[src/rtl/pms_pkg.sv]
package pms_pkg;
  typedef enum logic [1:0] {
    ACQ_SHORT = 2'd0,
    ACQ_LONG  = 2'd1,
    ACQ_INTEG = 2'd2
  } acq_mode_e;

  typedef enum logic [1:0] {
    ST_IDLE   = 2'd0,
    ST_MEAS   = 2'd1,
    ST_REPORT = 2'd2
  } sorter_state_e;

  function automatic logic [1:0] pick_channel(input logic [2:0] code);
    if (code[1])      return 2'd2;
    else if (code[0]) return 2'd1;
    else              return 2'd0;
  endfunction
endpackage

[src/rtl/pms_sync.sv]
module pms_sync #(
  parameter int WIDTH  = 1,
  parameter int STAGES = 2
) (
  input  logic             clk,
  input  logic             rst,
  input  logic [WIDTH-1:0] d_in,
  output logic [WIDTH-1:0] q_out
);
  logic [WIDTH-1:0] stage_q [STAGES];

  generate
    for (genvar s = 0; s < STAGES; s++) begin : g_stage
      if (s == 0) begin : g_first
        always_ff @(posedge clk) begin
          if (rst) stage_q[0] <= '0;
          else     stage_q[0] <= d_in;
        end
      end else begin : g_rest
        always_ff @(posedge clk) begin
          if (rst) stage_q[s] <= '0;
          else     stage_q[s] <= stage_q[s-1];
        end
      end
    end
  endgenerate

  assign q_out = stage_q[STAGES-1];
endmodule

[src/rtl/pms_width_timer.sv]
module pms_width_timer
  import pms_pkg::*;
#(
  parameter int SHORT_LIM = 12,
  parameter int LONG_LIM  = 128,
  localparam int CNT_W    = $clog2(LONG_LIM + 2)
) (
  input  logic      clk,
  input  logic      rst,
  input  logic      trig,
  input  logic      measuring,
  input  logic      level,
  output logic      long_go,
  output logic      integ_go,
  output acq_mode_e mode_now
);
  localparam logic [CNT_W-1:0] SAT   = CNT_W'(LONG_LIM + 1);
  localparam logic [CNT_W-1:0] S_LIM = CNT_W'(SHORT_LIM);
  localparam logic [CNT_W-1:0] L_LIM = CNT_W'(LONG_LIM);

  logic [CNT_W-1:0] width_q;
  logic             advance;

  assign advance = measuring && level && (width_q != SAT);

  always_ff @(posedge clk) begin
    if (rst) begin
      width_q  <= '0;
      long_go  <= 1'b0;
      integ_go <= 1'b0;
    end else begin
      long_go  <= advance && (width_q == S_LIM);
      integ_go <= advance && (width_q == L_LIM);
      if (trig)         width_q <= CNT_W'(1);
      else if (advance) width_q <= width_q + CNT_W'(1);
    end
  end

  always_comb begin
    if (width_q > L_LIM)      mode_now = ACQ_INTEG;
    else if (width_q > S_LIM) mode_now = ACQ_LONG;
    else                      mode_now = ACQ_SHORT;
  end
endmodule

[src/rtl/pms_flag_accum.sv]
module pms_flag_accum #(
  parameter int NCH = 3
) (
  input  logic           clk,
  input  logic           rst,
  input  logic           trig,
  input  logic           collect,
  input  logic [NCH-1:0] flags,
  output logic [NCH-1:0] acc
);
  always_ff @(posedge clk) begin
    if (rst)          acc <= '0;
    else if (trig)    acc <= flags;
    else if (collect) acc <= acc | flags;
  end
endmodule

[src/rtl/pulse_mode_sorter.sv]
module pulse_mode_sorter
  import pms_pkg::*;
#(
  parameter int SYNC_STAGES = 2,
  parameter int SHORT_LIM   = 12,
  parameter int LONG_LIM    = 128,
  parameter int NCH         = 3
) (
  input  logic           clk,
  input  logic           rst,
  input  logic           sot_async,
  input  logic [NCH-1:0] ovr_async,
  output logic           start_o,
  output logic           long_o,
  output logic           integ_o,
  output logic           done_o,
  output logic [1:0]     mode_o,
  output logic [NCH-1:0] code_o,
  output logic [1:0]     conv_ch_o
);
  logic           lvl, lvl_d, trig;
  logic [NCH-1:0] ovr_s, acc;
  acq_mode_e      mode_now;
  sorter_state_e  state;
  logic           measuring;

  pms_sync #(.WIDTH(1), .STAGES(SYNC_STAGES)) u_sync_sot (
    .clk(clk), .rst(rst), .d_in(sot_async), .q_out(lvl)
  );

  pms_sync #(.WIDTH(NCH), .STAGES(SYNC_STAGES)) u_sync_ovr (
    .clk(clk), .rst(rst), .d_in(ovr_async), .q_out(ovr_s)
  );

  assign measuring = (state == ST_MEAS);
  assign trig      = (state == ST_IDLE) && lvl && !lvl_d;

  pms_width_timer #(.SHORT_LIM(SHORT_LIM), .LONG_LIM(LONG_LIM)) u_timer (
    .clk(clk), .rst(rst), .trig(trig), .measuring(measuring), .level(lvl),
    .long_go(long_o), .integ_go(integ_o), .mode_now(mode_now)
  );

  pms_flag_accum #(.NCH(NCH)) u_accum (
    .clk(clk), .rst(rst), .trig(trig), .collect(measuring && lvl),
    .flags(ovr_s), .acc(acc)
  );

  always_ff @(posedge clk) begin
    if (rst) begin
      state     <= ST_IDLE;
      lvl_d     <= 1'b0;
      start_o   <= 1'b0;
      done_o    <= 1'b0;
      mode_o    <= '0;
      code_o    <= '0;
      conv_ch_o <= '0;
    end else begin
      lvl_d   <= lvl;
      start_o <= trig;
      done_o  <= 1'b0;
      case (state)
        ST_IDLE: if (trig) state <= ST_MEAS;
        ST_MEAS: begin
          if (!lvl) begin
            state     <= ST_REPORT;
            done_o    <= 1'b1;
            mode_o    <= mode_now;
            code_o    <= acc;
            conv_ch_o <= pick_channel(3'(acc));
          end
        end
        default: state <= ST_IDLE;
      endcase
    end
  end
endmodule

[config.mk]
export PLATFORM = sky130hd
export DESIGN_NAME = pulse_mode_sorter
export DESIGN_NICKNAME = d
export VERILOG_FILES = /design/src/rtl/pms_pkg.sv /design/src/rtl/pms_sync.sv /design/src/rtl/pms_width_timer.sv /design/src/rtl/pms_flag_accum.sv /design/src/rtl/pulse_mode_sorter.sv
export SDC_FILE = /design/constraint.sdc
export NUM_CORES = 1
export LEC_CHECK = 0
export BUFFER_PORTS_ARGS = -buffer_cell sky130_fd_sc_hd__buf_4
export CORE_MARGIN = 1.5
export CORE_UTILIZATION = 59
export DETAILED_ROUTE_END_ITERATION = 12
export HOLD_SLACK_MARGIN = 0.12
export PLACE_DENSITY = 0.81
export SLEW_MARGIN = 30
export SYNTH_ARGS = -nofsm -noshare
export SYNTH_HDL_FRONTEND = slang
export SYNTH_SLANG_ARGS = --single-unit
[constraint.sdc]
create_clock -name clk -period 2.53 [get_ports clk]
set_input_delay 0 -clock clk [delete_from_list [all_inputs] [get_ports clk]]
set_output_delay 0 -clock clk [all_outputs]
set_load 0.01 [all_outputs]
# == After elaboration in Yosys (flattened, before gate mapping) ==
# Memories as Yosys holds them, arrays and structs flattened.
# Index checks and enable logic that the tools add are counted.
# totals
mem_bits_ro,0
latch_bits,0
mem_count,2
inputBits,6
output_inout_bits,11
regBits,25
ram_bits,8
# memory_table
name,words,width,read_ports,rd_clocked_by_memory_dff,wr,line_no,text
u_sync_ovr.stage_q,2,3,2,0,2,pms_sync.sv:10,logic [WIDTH-1:0] stage_q [STAGES];
u_sync_sot.stage_q,2,1,2,0,2,pms_sync.sv:10,
# classes
shift,0
add_sub_neg,1
n_eq_ne,6
div_mod_pow,0
bitwise_logic,7
mux,19
order_cmp,2
n_mul,0
n_reduce_logical,14
# op_table
op,n
$mux 3,4
$mux 1,10
$add 8x1->8 const B,1
$eq 8x4->1 const B,1
$eq 8x8->1 const B,1
$gt 8x4->1 const B,1
$gt 8x8->1 const B,1
$mux 2,4
$ne 8x8->1 const B,1
$logic_and 1x1->1,6
$ne 2x2->1 const B,2
$or 1x1->1,4
$pmux 2 s2,1
$reduce_and 2->1,2
$reduce_bool 2->1,2
$reduce_or 2->1,2
$or 3x3->3,1
$eq 2x1->1 const B,1
$logic_not 2->1,1
$not 1->1,2
$logic_not 1->1,1

# == Depth between registers and ports, before layout ==
# Gate-level depths: netlist of run 1.
# logic_depth
ltp_word,5
depth_mapped,5

# == Hierarchy ==
# From an unflattened synthesis of run 1, not the netlist that was laid out.
# unflattened
hier_cells,134
area_unflattened_um2,1332.5
# by_module_without_submodules
module,instances,cells_each,seq_area_each_um2,area_per_inst_um2
pms_width_timer,1,65,200.2,551.8
pulse_mode_sorter,1,41,220.2,456.7
pms_sync at u_sync_ovr,1,12,120.1,157.7
pms_flag_accum,1,12,60.1,113.9
pms_sync at u_sync_sot,1,4,40.0,52.6

# == Worst setup path after synthesis of run 1 ==
# Ideal clock, no wire load.
# synth_timing
path_type,register to register
start,reg state[1]
end,reg u_accum.acc[0]
path_stages_with_launch,6
t_arrival_ns,1.450
setup_slack_ns,0.963
cell_sequence,dfxtp_1 buf_6 or4b_1 buf_6 and2_4 a22o_1
# synth_between
elab_chain_cells,4
elab_cells_between_ends,7
cone_classes,eq/ne: 1; mux: 1; reduce/logical: 5
# synth_lines
item,line_no,text
from (decl),pulse_mode_sorter.sv:24,sorter_state_e state;
from (signal assigned),pulse_mode_sorter.sv:50,state <= ST_IDLE;
from (signal assigned),pulse_mode_sorter.sv:62,ST_IDLE: if (trig) state <= ST_MEAS;
from (signal assigned),pulse_mode_sorter.sv:65,state <= ST_REPORT;
$logic_not 2->1,pulse_mode_sorter.sv:36,assign trig = (state == ST_IDLE) && lvl && !lvl_d;
$logic_and 1x1->1 (2 in a row),pulse_mode_sorter.sv:36,
$mux 3 or $reduce_bool 2->1 (tied branches),n/a,
to (signal assigned),pms_flag_accum.sv:13,else if (trig) acc <= flags;
to (signal assigned),pms_flag_accum.sv:14,else if (collect) acc <= acc | flags;
to (decl),pms_flag_accum.sv:9,output logic [NCH-1:0] acc
# Parallel ways exist; a longest one is shown, timed or not.
# A chain may end at the register's enable or synchronous reset.

# == Final worst setup path of run 1 ==
# layout_timing
start,reg state[1]
end,reg u_accum.acc[2]
# Same word-level chain as after synthesis.

==> flow_summary.html, run 1 <==
<table>
<tr><th>Metric</th><th>Value</th></tr>
<tr><th colspan="2">Power</th></tr>
<tr><td>Pwr per Cell Area</td><td>roughly 600 mW/mm^2</td></tr>
<tr><td>Leak</td><td>between 0.5 and 0.6 nW</td></tr>
<tr><td>Overall power consumption</td><td>~0.95 mW</td></tr>
<tr><td>Maximum vdd ir drop</td><td>about 0.64 mV</td></tr>
<tr><th colspan="2">GRT</th></tr>
<tr><td>Maximum number of pins on one net before global-route repair</td><td>21</td></tr>
<tr><td>Total routing resource utilization after global routing</td><td>0.230</td></tr>
<tr><td>Global-route wire length before repair</td><td>slightly above 4000 um</td></tr>
<tr><td>Number of global-route vias before repair</td><td>slightly below 900</td></tr>
<tr><td>Global-route congestion overflow total</td><td>0</td></tr>
<tr><td>Antenna violations before repair</td><td>0</td></tr>
<tr><th colspan="2">Worst setup path</th></tr>
<tr><td>Slowest stage cell on the critical path</td><td>or4b_1</td></tr>
<tr><td>Endpoint arrival time on the critical path</td><td>just under 2 ns</td></tr>
<tr><td>Buffers &amp; Inverters on Critical Path</td><td>0</td></tr>
<tr><td>Crit-path max cell delay</td><td>just over 0.7 ns</td></tr>
<tr><td>Worst path required time</td><td>between 2 and 3 ns</td></tr>
<tr><td>CP Class</td><td>flop to flop</td></tr>
<tr><td>Family of cells with the greatest summed delay on the critical path</td><td>simple AND/OR/NAND/NOR gates</td></tr>
<tr><td>Worst Setup Start Kind</td><td>flop</td></tr>
<tr><td>Cells along the critical path</td><td>or4b_1 -&gt; and2_4 -&gt; a22o_1</td></tr>
<tr><td>Kind of end point of the critical path</td><td>flop</td></tr>
<tr><td>Maximum fanout along the worst path</td><td>10</td></tr>
<tr><th colspan="2">Finish</th></tr>
<tr><td>Core occupancy in the finished layout</td><td>0.786</td></tr>
<tr><td>Final standard cell count with taps included and fillers excluded</td><td>between 150 and 200</td></tr>
<tr><td>Fraction of final layout cells with drive strength greater than 1</td><td>0.181</td></tr>
<tr><td>Area Growth Syn to Fin</td><td>20.7%</td></tr>
<tr><td>Finished Cell Area</td><td>0.00159 mm^2</td></tr>
<tr><td>FILL cells</td><td>between 100 and 150</td></tr>
<tr><td>Number of inserted diodes</td><td>0</td></tr>
<tr><td>Post-layout net count</td><td>about 170</td></tr>
<tr><th colspan="2">Min path</th></tr>
<tr><td>Hold/Removal Path Class</td><td>flop to flop</td></tr>
<tr><th colspan="2">Placement</th></tr>
<tr><td>Final Wtd Congestion</td><td>0.879</td></tr>
<tr><td>Post-Place Cell Area</td><td>0.00142 mm^2</td></tr>
<tr><td>Total instance count after detailed placement</td><td>between 150 and 200</td></tr>
<tr><td>Setup slack at placement</td><td>around 0.84 ns</td></tr>
<tr><td>HPWL Detailed</td><td>1680 um</td></tr>
<tr><td>Quantity of I/O buffers inserted on ports</td><td>16</td></tr>
<tr><th colspan="2">Logic synthesis</th></tr>
<tr><td>Number of storage elements in the synthesis netlist</td><td>32</td></tr>
<tr><td>Post-Synthesis Cell Area</td><td>~0.0013 mm^2</td></tr>
<tr><td>Mean instance size in the synthesized netlist</td><td>~9.8 um^2</td></tr>
<tr><td>Post-synthesis sequential area ratio</td><td>0.487</td></tr>
<tr><td>Number of synthesized flops with an enable pin</td><td>0</td></tr>
<tr><td>Number of unique standard cell types used by synthesis</td><td>38</td></tr>
<tr><td>YS warnings</td><td>0</td></tr>
<tr><td>Fraction of registers with async set/reset</td><td>0</td></tr>
<tr><td>Most used DFF post-synth</td><td>dfxtp_1</td></tr>
<tr><td>Synth Net Count</td><td>around 140</td></tr>
<tr><td>Cell count after synthesis</td><td>135</td></tr>
<tr><th colspan="2">Clock tree</th></tr>
<tr><td>Total CTS buffers</td><td>5</td></tr>
<tr><td>Clock net sink count</td><td>32</td></tr>
<tr><td>CTS root buffer</td><td>clkbuf_4</td></tr>
<tr><td>Source-to-sink clock delay at the later pin of the worst-skew pair</td><td>0.33 ns</td></tr>
<tr><td>Clock transition at path regs</td><td>0.10 ns</td></tr>
<tr><td>Clock Path Buffers</td><td>2</td></tr>
<tr><td>Maximum level of the CTS H-tree</td><td>2</td></tr>
<tr><td>Clock tree from TritonCTS</td><td>done</td></tr>
<tr><th colspan="2">Die</th></tr>
<tr><td>Count of standard-cell rows</td><td>16</td></tr>
<tr><td>Floorplan die area</td><td>between 0.002 and 0.003 mm^2</td></tr>
<tr><td>Number of top-level pins</td><td>17</td></tr>
<tr><td>Initial core utilization</td><td>0.651</td></tr>
<tr><td>Die Span Y</td><td>roughly 50 um</td></tr>
<tr><td>Core outline area</td><td>0.00202 mm^2</td></tr>
<tr><td>Die width</td><td>approximately 50 um</td></tr>
<tr><th colspan="2">Detailed routing</th></tr>
<tr><td>DRC violation total after the first TritonRoute iteration</td><td>36</td></tr>
<tr><td>Antenna Nets Post-Route</td><td>0</td></tr>
<tr><td>Number of detailed-routing iterations run before antenna repair</td><td>6</td></tr>
<tr><td>Remaining routing DRC violations</td><td>0</td></tr>
<tr><td>Drt total wl</td><td>~2600 um</td></tr>
<tr><td>Number of vias after detailed routing</td><td>1034</td></tr>
<tr><td>Via/cell ratio</td><td>roughly 5.5</td></tr>
<tr><td>Avg WL per Cell</td><td>13.7 um</td></tr>
<tr><th colspan="2">STA</th></tr>
<tr><td>Relative slew slack</td><td>0.598</td></tr>
<tr><td>Post-Route Hold Slack</td><td>between 0.4 and 0.5 ns</td></tr>
<tr><td>Largest clock skew in the final design</td><td>around 0.0070 ns</td></tr>
<tr><td>Pin slew with the least headroom to its limit</td><td>between 0.5 and 0.6 ns</td></tr>
<tr><td>Hold violation count in the final report</td><td>0</td></tr>
<tr><td>Slew Limit Fails</td><td>0</td></tr>
<tr><td>Final period demand of the worst path</td><td>between 1.5 and 2 ns</td></tr>
<tr><td>RSZ-0062 raised after global routing</td><td>false</td></tr>
<tr><td>Total setup violations reported at the end of the flow</td><td>0</td></tr>
<tr><td>Setup tns final</td><td>0 ns</td></tr>
<tr><td>Post-route fraction of the period consumed by the critical path</td><td>0.673</td></tr>
<tr><td>Highest attainable clock frequency</td><td>between 0.5 and 0.6 GHz</td></tr>
<tr><td>Setup WS post-layout</td><td>0.827 ns</td></tr>
<tr><th colspan="2">Status</th></tr>
<tr><td>Result of the run</td><td>finished clean</td></tr>
<tr><th colspan="2">Job</th></tr>
<tr><td># Max-Cap Violations</td><td>0</td></tr>
</table>
-- layout by cell type (no fill, tap or decap), types with 4 or more instances in the layout --
cell type | Yosys | final
dfxtp_1 | 32 | 32
buf_4 | 1 | 17
nand2_1 | 11 | 11
nor2b_1 | 10 | 10
dlygate4sd3_1 | 0 | 9
inv_1 | 8 | 8
nand3_1 | 8 | 8
nand3b_1 | 5 | 5
clkbuf_4 | 0 | 5
a21oi_1 | 4 | 4
nand4b_1 | 4 | 4
mux2i_1 | 4 | 4
-- registers in the layout, summed over array words and instances, names as in the netlist --
signal and cells:
done_o 1, u_sync_ovr.stage_q 6, u_timer.long_go 1, mode_o 2, u_timer.width_q 8, conv_ch_o 1, start_o 1, code_o 3
state 2, u_sync_sot.stage_q 2, lvl_d 1, u_timer.integ_go 1, u_accum.acc 3
-- report_power, final --
group	internal, mW	switching [mW]	leakage [nW]
clock	0.207	0.173	0.0422
sequential	0.513	0.00621	0.260
combinational	0.0281	0.0246	0.294
total	0.748	0.204	0.597
-- repair_timing --
| item | 4_1_cts | 5_1_grt |
|---|---|---|
| hold buffers | 9 | 0 |
| setup endpoints to repair | 0 | 0 |
| hold endpoints to repair | 17 | 0 |
| buffers inserted | 0 | 0 |
| gates resized for setup | 0 | 0 |
-- kinds of logic after synthesis --
kind of cell,after synthesis,share of synthesized area
buf+inv,17,0.0646
flops,32,0.487
mux,4,0.0304
fa+ha+maj,3,0.0285
compound gates,19,0.110
simple gates,60,0.279
-- worst paths after layout --
check	from	endpoint	slack (ns)	cells after the start
worst min-delay path	conv_ch_o[0]	conv_ch_o[0]	0.46	2
worst max-delay path	state[1]	u_accum.acc[2]	0.83	3
worst min register to register	conv_ch_o[0]	conv_ch_o[0]	0.46	2
worst max register to register	state[1]	u_accum.acc[2]	0.83	3
-- final cells by class --
type                    instances  area, um^2  area share
inverters                       8        30.0      0.0189
clock inverters                 2        35.0      0.0220
repair buffers                 26         218       0.137
flip-flops and latches         32         641       0.403
multi-input cells              86         591       0.372
well taps                      27        33.8      0.0213
clock buffers                   6        41.3      0.0260
-- routing by layer --
| layer | vias to the layer above | part of all wire | GRT usage |
|---|---|---|---|
| met4 | 0 | 0.020 | 0.139 |
| met1 | 479 | 0.49 | 0.299 |
| li1 | 526 | - | - |
| met2 | 24 | 0.45 | 0.340 |
| met3 | 5 | 0.037 | 0.0625 |
| met5 | - | 0 | 0 |
-- synthesized netlist by cell type (4+ instances only) --
cell type  number  share of area
inv_1           8          0.023
a21oi_1         4          0.015
nand3b_1        5          0.029
dfxtp_1        32           0.49
mux2i_1         4          0.030
nand4b_1        4          0.027
nor2b_1        10          0.048
nand2_1        11          0.031
nand3_1         8          0.030
-- worst min-delay path, cell delays in order (launching register included) --
cell	delay (ns)
dfxtp_1	0.32
nand2_1	0.05
a21oi_1	0.05
No activity file was read; power rests on OpenSTA's default activity.
==> run 2: changes to the inputs <==
- ABC_AREA: not set -> 1
- CORE_UTILIZATION: 59 -> 55
- PLACE_DENSITY: 0.81 -> 0.77
- clock period: 2.53 -> 1.7 ns (I/O delays scaled with it)
==> run 2 against run 1 <==
Compared with the run above: flip-flop and latch count unchanged; fmax is 23% higher; register-to-register slack lost 0.51 ns; sequential power rose by 49%; final cell count increased by 24%; combinational power up 43%; area after synthesis decreased by 1.7%; critical path type unchanged; highest routed layer unchanged.
==> flow_summary.html, run 2 <==
<table>
<tr><th>Metric</th><th>Value</th></tr>
<tr><th colspan="2">Power</th></tr>
<tr><td>Overall power consumption</td><td>1.48 mW (was 0.952 mW)</td></tr>
<tr><td>Pwr per Cell Area</td><td>916 mW/mm^2 (was 599 mW/mm^2)</td></tr>
<tr><td>Logic gate share of total power</td><td>0.051 (was 0.055)</td></tr>
<tr><td>Switching pwr</td><td>0.289 mW (was 0.204 mW)</td></tr>
<tr><td>Maximum vdd ir drop</td><td>0.716 mV (was 0.640 mV)</td></tr>
<tr><td>Leak</td><td>0.725 nW (was 0.597 nW)</td></tr>
<tr><td>Register share of total power</td><td>0.522 (was 0.545)</td></tr>
<tr><td>Clk network pwr share</td><td>0.427 (was 0.399)</td></tr>
<tr><td>Switching portion of total power</td><td>0.195 (was 0.214)</td></tr>
<tr><td>P_int</td><td>1.19 mW (was 0.748 mW)</td></tr>
<tr><th colspan="2">Placement</th></tr>
<tr><td>Quantity of I/O buffers inserted on ports</td><td>16 (unchanged)</td></tr>
<tr><td>Final Wtd Congestion</td><td>0.789 (was 0.879)</td></tr>
<tr><td>HPWL Detailed</td><td>1730 um (was 1680 um)</td></tr>
<tr><td>Setup slack at placement</td><td>0.359 ns (was 0.838 ns)</td></tr>
<tr><td>Total instance count after detailed placement</td><td>214 (was 170)</td></tr>
<tr><th colspan="2">STA</th></tr>
<tr><td>Relative slew slack</td><td>0.783 (was 0.598)</td></tr>
<tr><td>Post-route fraction of the period consumed by the critical path</td><td>0.816 (was 0.673)</td></tr>
<tr><td>Hold violation count in the final report</td><td>0 (unchanged)</td></tr>
<tr><td>Total setup violations reported at the end of the flow</td><td>0 (unchanged)</td></tr>
<tr><td>Setup WS post-layout</td><td>0.313 ns (was 0.827 ns)</td></tr>
<tr><td>Slew Limit Fails</td><td>0 (unchanged)</td></tr>
<tr><td>Post-Route Hold Slack</td><td>0.410 ns (was 0.457 ns)</td></tr>
<tr><td>Final period demand of the worst path</td><td>1.39 ns (was 1.70 ns)</td></tr>
<tr><td>RSZ-0062 raised after global routing</td><td>false (unchanged)</td></tr>
<tr><td>Highest attainable clock frequency</td><td>0.721 GHz (was 0.587 GHz)</td></tr>
<tr><td>Largest clock skew in the final design</td><td>0.00418 ns (was 0.00696 ns)</td></tr>
<tr><td>Pin slew with the least headroom to its limit</td><td>0.324 ns (was 0.594 ns)</td></tr>
<tr><td>Setup tns final</td><td>0 ns (unchanged)</td></tr>
<tr><th colspan="2">Min path</th></tr>
<tr><td>Worst Hold Endpoint</td><td>u_sync_ovr.stage_q[1][1] (was conv_ch_o[0])</td></tr>
<tr><td>Critical hold path startpoint</td><td>u_sync_ovr.stage_q[0][1] (was conv_ch_o[0])</td></tr>
<tr><td>Hold/Removal Path Class</td><td>flop to flop (unchanged)</td></tr>
<tr><td>Hold Path Cell Cnt</td><td>2 (unchanged)</td></tr>
<tr><th colspan="2">Worst setup path</th></tr>
<tr><td>R2r endpoint</td><td>u_timer.width_q[0] (was u_accum.acc[2])</td></tr>
<tr><td>Crit Reg-Reg Startpoint</td><td>u_timer.width_q[0] (was state[1])</td></tr>
<tr><td>Kind of end point of the critical path</td><td>flop (unchanged)</td></tr>
<tr><td>Worst Setup Start Kind</td><td>flop (unchanged)</td></tr>
<tr><td>Worst path required time</td><td>1.92 ns (was 2.76 ns)</td></tr>
<tr><td>Endpoint arrival time on the critical path</td><td>1.61 ns (was 1.93 ns)</td></tr>
<tr><td>CP Class</td><td>flop to flop (unchanged)</td></tr>
<tr><td>Setup slack of the most critical reg-to-reg path</td><td>0.31 ns (was 0.83 ns)</td></tr>
<tr><td>Worst r2r path cells</td><td>6 (was 3)</td></tr>
<tr><td>Maximum fanout along the worst path</td><td>10 (unchanged)</td></tr>
<tr><th colspan="2">Detailed routing</th></tr>
<tr><td>DRC violation total after the first TritonRoute iteration</td><td>26 (was 36)</td></tr>
<tr><td>Drt total wl</td><td>2480 um (was 2560 um)</td></tr>
<tr><td>Number of detailed-routing iterations run before antenna repair</td><td>4 (was 6)</td></tr>
<tr><td>Number of vias after detailed routing</td><td>1118 (was 1034)</td></tr>
<tr><td>Antenna Nets Post-Route</td><td>0 (unchanged)</td></tr>
<tr><td>Via/cell ratio</td><td>4.84 (was 5.53)</td></tr>
<tr><td>Avg WL per Cell</td><td>10.7 um (was 13.7 um)</td></tr>
<tr><td>Remaining routing DRC violations</td><td>0 (unchanged)</td></tr>
<tr><th colspan="2">Logic synthesis</th></tr>
<tr><td>Number of synthesized flops with an enable pin</td><td>0 (unchanged)</td></tr>
<tr><td>Most used DFF post-synth</td><td>dfxtp_1 (unchanged)</td></tr>
<tr><td>Largest cells by area after synthesis</td><td>dfxtp_1 50%, nand2_1 14%, nor2_1 6.4%, inv_1 5.8%, a21oi_1 4.6% (was dfxtp_1 49%, nor2b_1 4.8%, nand2_1 3.1%, mux2i_1 3.0%, nand3_1 3.0%)</td></tr>
<tr><td>Post-synthesis sequential area ratio</td><td>0.495 (was 0.487)</td></tr>
<tr><td>Post-Synthesis Cell Area</td><td>0.00129 mm^2 (was 0.00132 mm^2)</td></tr>
<tr><td>Synth Net Count</td><td>182 (was 144)</td></tr>
<tr><td>YS warnings</td><td>0 (unchanged)</td></tr>
<tr><td>Number of storage elements in the synthesis netlist</td><td>32 (unchanged)</td></tr>
<tr><td>List of most frequent post-synthesis cells</td><td>48 x nand2_1, 32 x dfxtp_1, 22 x nor2_1 (was 32 x dfxtp_1, 11 x nand2_1, 10 x nor2b_1)</td></tr>
<tr><td>Most frequently used cell type in the post-synthesis netlist</td><td>nand2_1 (was dfxtp_1)</td></tr>
<tr><td>Mean instance size in the synthesized netlist</td><td>7.48 um^2 (was 9.75 um^2)</td></tr>
<tr><td>Fraction of registers with async set/reset</td><td>0 (unchanged)</td></tr>
<tr><td>Cell count after synthesis</td><td>173 (was 135)</td></tr>
<tr><td>Synth top area share</td><td>0.495 (was 0.487)</td></tr>
<tr><td>Number of unique standard cell types used by synthesis</td><td>24 (was 38)</td></tr>
<tr><td>Area leader, netlist</td><td>dfxtp_1 (unchanged)</td></tr>
<tr><th colspan="2">Job</th></tr>
<tr><td># Max-Cap Violations</td><td>0 (unchanged)</td></tr>
<tr><th colspan="2">Finish</th></tr>
<tr><td>Area occupied by registers</td><td>641 um^2 (unchanged)</td></tr>
<tr><td>Leading cell types in the layout, fill and taps excluded</td><td>48 x nand2_1, 32 x dfxtp_1, 22 x nor2_1, 20 x inv_1, 16 x buf_4 (was 32 x dfxtp_1, 17 x buf_4, 11 x nand2_1, 10 x nor2b_1, 9 x dlygate4sd3_1)</td></tr>
<tr><td>Fraction of final layout cells with drive strength greater than 1</td><td>0.167 (was 0.181)</td></tr>
<tr><td>Max FFs per register</td><td>8 (unchanged)</td></tr>
<tr><td>Top reg by flops</td><td>u_timer.width_q (unchanged)</td></tr>
<tr><td>Most common cell after layout, fill and taps aside</td><td>nand2_1 (was dfxtp_1)</td></tr>
<tr><td>Area occupied by multi-input gates</td><td>551 um^2 (was 591 um^2)</td></tr>
<tr><td>Post-layout net count</td><td>211 (was 168)</td></tr>
<tr><td>FILL cells</td><td>181 (was 134)</td></tr>
<tr><td>Biggest regs</td><td>u_timer.width_q (8), u_sync_ovr.stage_q (6) (unchanged)</td></tr>
<tr><td>Area Growth Syn to Fin</td><td>25.0% (was 20.7%)</td></tr>
<tr><td>Number of inserted diodes</td><td>0 (unchanged)</td></tr>
<tr><td>Final standard cell count with taps included and fillers excluded</td><td>231 (was 187)</td></tr>
<tr><th colspan="2">GRT</th></tr>
<tr><td>Antenna violations before repair</td><td>0 (unchanged)</td></tr>
<tr><td>Global-route wire length before repair</td><td>4430 um (was 4130 um)</td></tr>
<tr><td>Global-route congestion overflow total</td><td>0 (unchanged)</td></tr>
<tr><td>Total routing resource utilization after global routing</td><td>0.231 (was 0.230)</td></tr>
<tr><td>Number of global-route vias before repair</td><td>1110 (was 873)</td></tr>
<tr><td>Maximum number of pins on one net before global-route repair</td><td>19 (was 21)</td></tr>
<tr><th colspan="2">Die</th></tr>
<tr><td>Die width</td><td>51.5 um (was 50.2 um)</td></tr>
<tr><td>Initial core utilization</td><td>0.585 (was 0.651)</td></tr>
<tr><td>Count of standard-cell rows</td><td>17 (was 16)</td></tr>
<tr><td>Floorplan die area</td><td>0.00265 mm^2 (was 0.00252 mm^2)</td></tr>
<tr><td>Die Span Y</td><td>51.5 um (was 50.2 um)</td></tr>
<tr><td>Number of top-level pins</td><td>17 (unchanged)</td></tr>
<tr><td>Core outline area</td><td>0.00221 mm^2 (was 0.00202 mm^2)</td></tr>
<tr><th colspan="2">Clock tree</th></tr>
<tr><td>Clock net sink count</td><td>32 (unchanged)</td></tr>
<tr><td>Clock transition at path regs</td><td>0.09 ns (was 0.10 ns)</td></tr>
<tr><td>Resized Gates After CTS</td><td>0 (unchanged)</td></tr>
<tr><td>Total CTS buffers</td><td>5 (unchanged)</td></tr>
<tr><td>Total of hold buffers inserted after clock tree synthesis</td><td>9 (unchanged)</td></tr>
<tr><td>Clock tree from TritonCTS</td><td>done (unchanged)</td></tr>
<tr><td>Clock Path Buffers</td><td>2 (unchanged)</td></tr>
<tr><td>Setup fix buffers added after clock tree synthesis</td><td>0 (unchanged)</td></tr>
<tr><td>Maximum level of the CTS H-tree</td><td>2 (unchanged)</td></tr>
<tr><td>Source-to-sink clock delay at the later pin of the worst-skew pair</td><td>0.32 ns (was 0.33 ns)</td></tr>
<tr><td>CTS root buffer</td><td>clkbuf_4 (unchanged)</td></tr>
<tr><th colspan="2">Status</th></tr>
<tr><td>Result of the run</td><td>finished clean (unchanged)</td></tr>
</table>
-- run 2: logic make-up (layout without fill, tap and decap cells) --
logic type,count (synthesis),after routing,synth area share
buffers and inverters,26,56,0.0793
DFF,32,32,0.495
adders and majority gates,3,3,0.0290
and+or+nand+nor,91,91,0.301
xor gates and xnor gates,2,2,0.0135
AOI/OAI and AO/OA,19,19,0.0822
-- run 2: critical path: stages (launching register included) --
cell and delay, ns:
dfxtp_1 0.43, ha_1 0.19, nand3_2 0.11, o21ai_4 0.30, nand2_1 0.10, nand3_1 0.10, nand2_1 0.06
-- run 2: power groups by stage --
stage / Clock [mW] / Combinational, mW / Sequential (mW)
6_report: 0.633 / 0.0756 / 0.773
3_3_place_gp: 0 / 0.0573 / 0.790
3_5_place_dp: 0 / 0.0597 / 0.791
5_1_grt: 0.680 / 0.0859 / 0.776
2_1_floorplan: 0 / 0.0359 / 0.791
4_1_cts: 0.645 / 0.0757 / 0.774
-- run 2: how the worst max path moves through the flow --
stage                  startpoint                  to  slack [ns]  depth (start not counted)
6_report       u_timer.width_q[0]  u_timer.width_q[0]        0.31                          6
5_1_grt        u_timer.width_q[0]  u_timer.width_q[0]        0.20                          6
4_1_cts        u_timer.width_q[0]  u_timer.width_q[0]        0.35                          6
3_5_place_dp   u_timer.width_q[0]  u_timer.width_q[0]        0.36                          6
3_3_place_gp   u_timer.width_q[0]  u_timer.width_q[0]        0.43                          6
2_1_floorplan  u_timer.width_q[0]  u_timer.width_q[0]        0.50                          6
-- run 2: stage by stage --
stage | instance area (um^2) | utilization
5_1_grt | 1620 | 0.731
3_5_place_dp | 1430 | 0.648
6_report | 1620 | 0.731
2_1_floorplan | 1290 | -
3_3_place_gp | 1430 | 0.648
4_1_cts | 1620 | 0.731
-- run 2: final cells by class --
cell class | count | share of cell area
sequential | 32 | 0.396
multi-input combinational | 115 | 0.340
timing repair buffer | 25 | 0.130
inverter | 23 | 0.0534
clock buffer | 7 | 0.0402
tap | 28 | 0.0217
clock inverter | 1 | 0.0186
-- run 2: per-layer routing --
| layer | up-vias | GRT usage | wire length [um] |
|---|---|---|---|
| met4 | 0 | 0.136 | 45 |
| li1 | 591 | - | - |
| met3 | 4 | 0.0603 | 143 |
| met5 | - | 0 | 0 |
| met1 | 488 | 0.249 | 1090 |
| met2 | 35 | 0.406 | 1200 |
==> run 3: changes to the inputs <==
- clock period: 1.7 -> 1.4 ns (I/O delays scaled with it)
==> run 3 against run 2 <==
Compared with the run above: sequential share of layout area shrank 0.28 points; register-to-register slack lost 0.26 ns; clock skew is 0.011 ns higher; setup slack lost 0.26 ns; hold slack worse by 0.0016 ns; critical path type unchanged.
==> flow_summary.html, run 3 (synthesis gave the netlist of run 2 again) <==
<table>
<tr><th>Metric</th><th>Value</th></tr>
<tr><th colspan="2">Detailed routing</th></tr>
<tr><td>Antenna Nets Post-Route</td><td>0 (unchanged)</td></tr>
<tr><td>Number of vias after detailed routing</td><td>1187 (was 1118)</td></tr>
<tr><td>Remaining routing DRC violations</td><td>0 (unchanged)</td></tr>
<tr><td>Number of detailed-routing iterations run before antenna repair</td><td>5 (was 4)</td></tr>
<tr><td>Drt total wl</td><td>2670 um (was 2480 um)</td></tr>
<tr><td>DRC violation total after the first TritonRoute iteration</td><td>43 (was 26)</td></tr>
<tr><td>Avg WL per Cell</td><td>11.3 um (was 10.7 um)</td></tr>
<tr><td>Via/cell ratio</td><td>5.05 (was 4.84)</td></tr>
<tr><th colspan="2">STA</th></tr>
<tr><td>Largest clock skew in the final design</td><td>0.0148 ns (was 0.00418 ns)</td></tr>
<tr><td>Pin slew with the least headroom to its limit</td><td>0.299 ns (was 0.324 ns)</td></tr>
<tr><td>Hold violation count in the final report</td><td>0 (unchanged)</td></tr>
<tr><td>Post-route fraction of the period consumed by the critical path</td><td>0.963 (was 0.816)</td></tr>
<tr><td>Highest attainable clock frequency</td><td>0.742 GHz (was 0.721 GHz)</td></tr>
<tr><td>Total setup violations reported at the end of the flow</td><td>0 (unchanged)</td></tr>
<tr><td>Slew Limit Fails</td><td>0 (unchanged)</td></tr>
<tr><td>Final period demand of the worst path</td><td>1.35 ns (was 1.39 ns)</td></tr>
<tr><td>Relative slew slack</td><td>0.800 (was 0.783)</td></tr>
<tr><th colspan="2">Worst setup path</th></tr>
<tr><td>Slowest stage cell on the critical path</td><td>dfxtp_2 (was dfxtp_1)</td></tr>
<tr><td>Kind of end point of the critical path</td><td>flop (unchanged)</td></tr>
<tr><td>Crit-path max cell delay</td><td>0.37 ns (was 0.43 ns)</td></tr>
<tr><td>Worst path required time</td><td>1.67 ns (was 1.92 ns)</td></tr>
<tr><td>Endpoint arrival time on the critical path</td><td>1.61 ns (about the same)</td></tr>
<tr><td>Maximum fanout along the worst path</td><td>8 (was 10)</td></tr>
<tr><td>Cells along the critical path</td><td>inv_1 -&gt; ha_1 -&gt; nand3_2 -&gt; nor2_1 -&gt; nor2_4 -&gt; nand2_1 -&gt; a21oi_1 (was ha_1 -&gt; nand3_2 -&gt; o21ai_4 -&gt; nand2_1 -&gt; nand3_1 -&gt; nand2_1)</td></tr>
<tr><td>Worst Setup Start Kind</td><td>flop (unchanged)</td></tr>
<tr><td>Crit Reg-Reg Startpoint</td><td>u_timer.width_q[1] (was u_timer.width_q[0])</td></tr>
<tr><td>Origin of the worst setup path</td><td>u_timer.width_q[1] (was u_timer.width_q[0])</td></tr>
<tr><td>CP Class</td><td>flop to flop (unchanged)</td></tr>
<tr><th colspan="2">Finish</th></tr>
<tr><td>Leading cell types in the layout, fill and taps excluded</td><td>48 x nand2_1, 29 x dfxtp_1, 22 x nor2_1, 20 x inv_1, 19 x buf_4 (was 48 x nand2_1, 32 x dfxtp_1, 22 x nor2_1, 20 x inv_1, 16 x buf_4)</td></tr>
<tr><td>Final standard cell count with taps included and fillers excluded</td><td>235 (was 231)</td></tr>
<tr><td>FILL cells</td><td>195 (was 181)</td></tr>
<tr><td>Post-layout net count</td><td>215 (was 211)</td></tr>
<tr><td>Most common cell after layout, fill and taps aside</td><td>nand2_1 (unchanged)</td></tr>
<tr><td>Top reg by flops</td><td>u_timer.width_q (unchanged)</td></tr>
<tr><td>Area Growth Syn to Fin</td><td>26.7% (was 25.0%)</td></tr>
<tr><td>Number of inserted diodes</td><td>0 (unchanged)</td></tr>
<tr><td>Max FFs per register</td><td>8 (unchanged)</td></tr>
<tr><td>Biggest regs</td><td>u_timer.width_q (8), u_sync_ovr.stage_q (6) (unchanged)</td></tr>
<tr><td>Fraction of final layout cells with drive strength greater than 1</td><td>0.193 (was 0.167)</td></tr>
<tr><th colspan="2">Clock tree</th></tr>
<tr><td>Maximum level of the CTS H-tree</td><td>2 (unchanged)</td></tr>
<tr><td>Total CTS buffers</td><td>5 (unchanged)</td></tr>
<tr><td>Clock Path Buffers</td><td>2 (unchanged)</td></tr>
<tr><td>Source-to-sink clock delay at the later pin of the worst-skew pair</td><td>0.34 ns (was 0.32 ns)</td></tr>
<tr><td>Clock net sink count</td><td>32 (unchanged)</td></tr>
<tr><td>CTS root buffer</td><td>clkbuf_4 (unchanged)</td></tr>
<tr><td>Clock tree from TritonCTS</td><td>done (unchanged)</td></tr>
<tr><td>Clock transition at path regs</td><td>0.10 ns (was 0.09 ns)</td></tr>
<tr><th colspan="2">Die</th></tr>
<tr><td>Die width</td><td>51.5 um (unchanged)</td></tr>
<tr><td>Floorplan die area</td><td>0.00265 mm^2 (unchanged)</td></tr>
<tr><td>Number of top-level pins</td><td>17 (unchanged)</td></tr>
<tr><td>Core outline area</td><td>0.00221 mm^2 (unchanged)</td></tr>
<tr><td>Initial core utilization</td><td>0.585 (unchanged)</td></tr>
<tr><td>Count of standard-cell rows</td><td>17 (unchanged)</td></tr>
<tr><td>Die Span Y</td><td>51.5 um (unchanged)</td></tr>
<tr><th colspan="2">Placement</th></tr>
<tr><td>Final Wtd Congestion</td><td>0.789 (about the same)</td></tr>
<tr><td>Quantity of I/O buffers inserted on ports</td><td>16 (unchanged)</td></tr>
<tr><td>HPWL Detailed</td><td>1730 um (about the same)</td></tr>
<tr><td>Total instance count after detailed placement</td><td>215 (was 214)</td></tr>
<tr><th colspan="2">Status</th></tr>
<tr><td>Result of the run</td><td>finished clean (unchanged)</td></tr>
<tr><th colspan="2">Power</th></tr>
<tr><td>Overall power consumption</td><td>1.71 mW (was 1.48 mW)</td></tr>
<tr><td>Pwr per Cell Area</td><td>1050 mW/mm^2 (was 916 mW/mm^2)</td></tr>
<tr><td>Maximum vdd ir drop</td><td>0.853 mV (was 0.716 mV)</td></tr>
<tr><td>Leak</td><td>0.733 nW (was 0.725 nW)</td></tr>
<tr><th colspan="2">Min path</th></tr>
<tr><td>Critical hold path startpoint</td><td>u_sync_ovr.stage_q[0][0] (was u_sync_ovr.stage_q[0][1])</td></tr>
<tr><td>Hold/Removal Path Class</td><td>flop to flop (unchanged)</td></tr>
<tr><th colspan="2">Job</th></tr>
<tr><td># Max-Cap Violations</td><td>0 (unchanged)</td></tr>
<tr><th colspan="2">GRT</th></tr>
<tr><td>Antenna violations before repair</td><td>0 (unchanged)</td></tr>
<tr><td>Global-route congestion overflow total</td><td>0 (unchanged)</td></tr>
<tr><td>Maximum number of pins on one net before global-route repair</td><td>19 (unchanged)</td></tr>
<tr><td>Number of global-route vias before repair</td><td>1082 (was 1110)</td></tr>
<tr><td>Global-route wire length before repair</td><td>4260 um (was 4430 um)</td></tr>
<tr><td>Total routing resource utilization after global routing</td><td>0.221 (was 0.231)</td></tr>
</table>
==> run 3: cell types whose count changed in the layout (fill, tap and decap cells not counted) <==
cell | before | now
nor2_4 | 1 | 2
clkbuf_8 | 2 | 0
o21ai_2 | 0 | 1
clkbuf_1 | 0 | 1
buf_4 | 16 | 19
clkinv_2 | 0 | 1
dfxtp_1 | 32 | 29
nor2_2 | 3 | 2
dfxtp_2 | 0 | 3
==> run 3: power by group <==
part	total (mW)	leakage [nW]	switching, mW	internal, mW
combinational	0.0941	0.429	0.0481	0.0460
sequential	0.940	0.262	0.00993	0.930
clock	0.680	0.0422	0.306	0.374
==> run 3: final cells by class <==
type                    count  area, um^2  area share
clock buffers               6        41.3      0.0252
flip-flops and latches     32         644       0.393
clock inverters             2        35.0      0.0214
inverters                  23        86.3      0.0527
multi-input cells         116         564       0.344
well taps                  28        35.0      0.0214
repair buffers             28         233       0.142
==> run 3: final timing paths <==
path	slack (ns)	end	cells after the start
max	0.05	u_timer.width_q[2]	7
min reg2reg	0.41	u_sync_ovr.stage_q[1][0]	2
max reg2reg	0.05	u_timer.width_q[2]	7
min	0.41	u_sync_ovr.stage_q[1][0]	2
==> run 3: per-layer routing <==
metal  wire length [um]  track usage
met5                  0            0
met4                 21        0.101
met3                184       0.0862
met2               1350        0.378
met1               1110        0.240
==> run 3: repair_timing <==
action                                 4_1_cts  5_1_grt
hold buffers                                 9        0
endpoints found under the hold margin       18        0
setup endpoints to repair                    0        9
resized for setup                            0        4
buffers inserted                             0        2
==> run 3: metrics by stage <==
step / worst slack [ns] / hold WS [ns] / cell area [um^2] / util / TNS, ns
floorplan: 0.204 / 0.107 / 1290 / - / 0
global placement: 0.131 / 0.199 / 1440 / 0.651 / 0
detailed placement: 0.0347 / 0.207 / 1440 / 0.651 / 0
CTS: 0.000882 / 0.411 / 1610 / 0.726 / 0
global route: -0.00836 / 0.430 / 1640 / 0.741 / -0.0185
finish: 0.0518 / 0.408 / 1640 / 0.741 / 0
==> run 3: worst max-delay path, delay by kind of cell (launching register included) <==
kind                       cells  cell delay, ns
and+or+nand+nor                4            0.52
DFF                            1            0.37
adders and majority gates      1            0.19
AOI/OAI and AO/OA              1            0.13
buffers and inverters          1            0.07
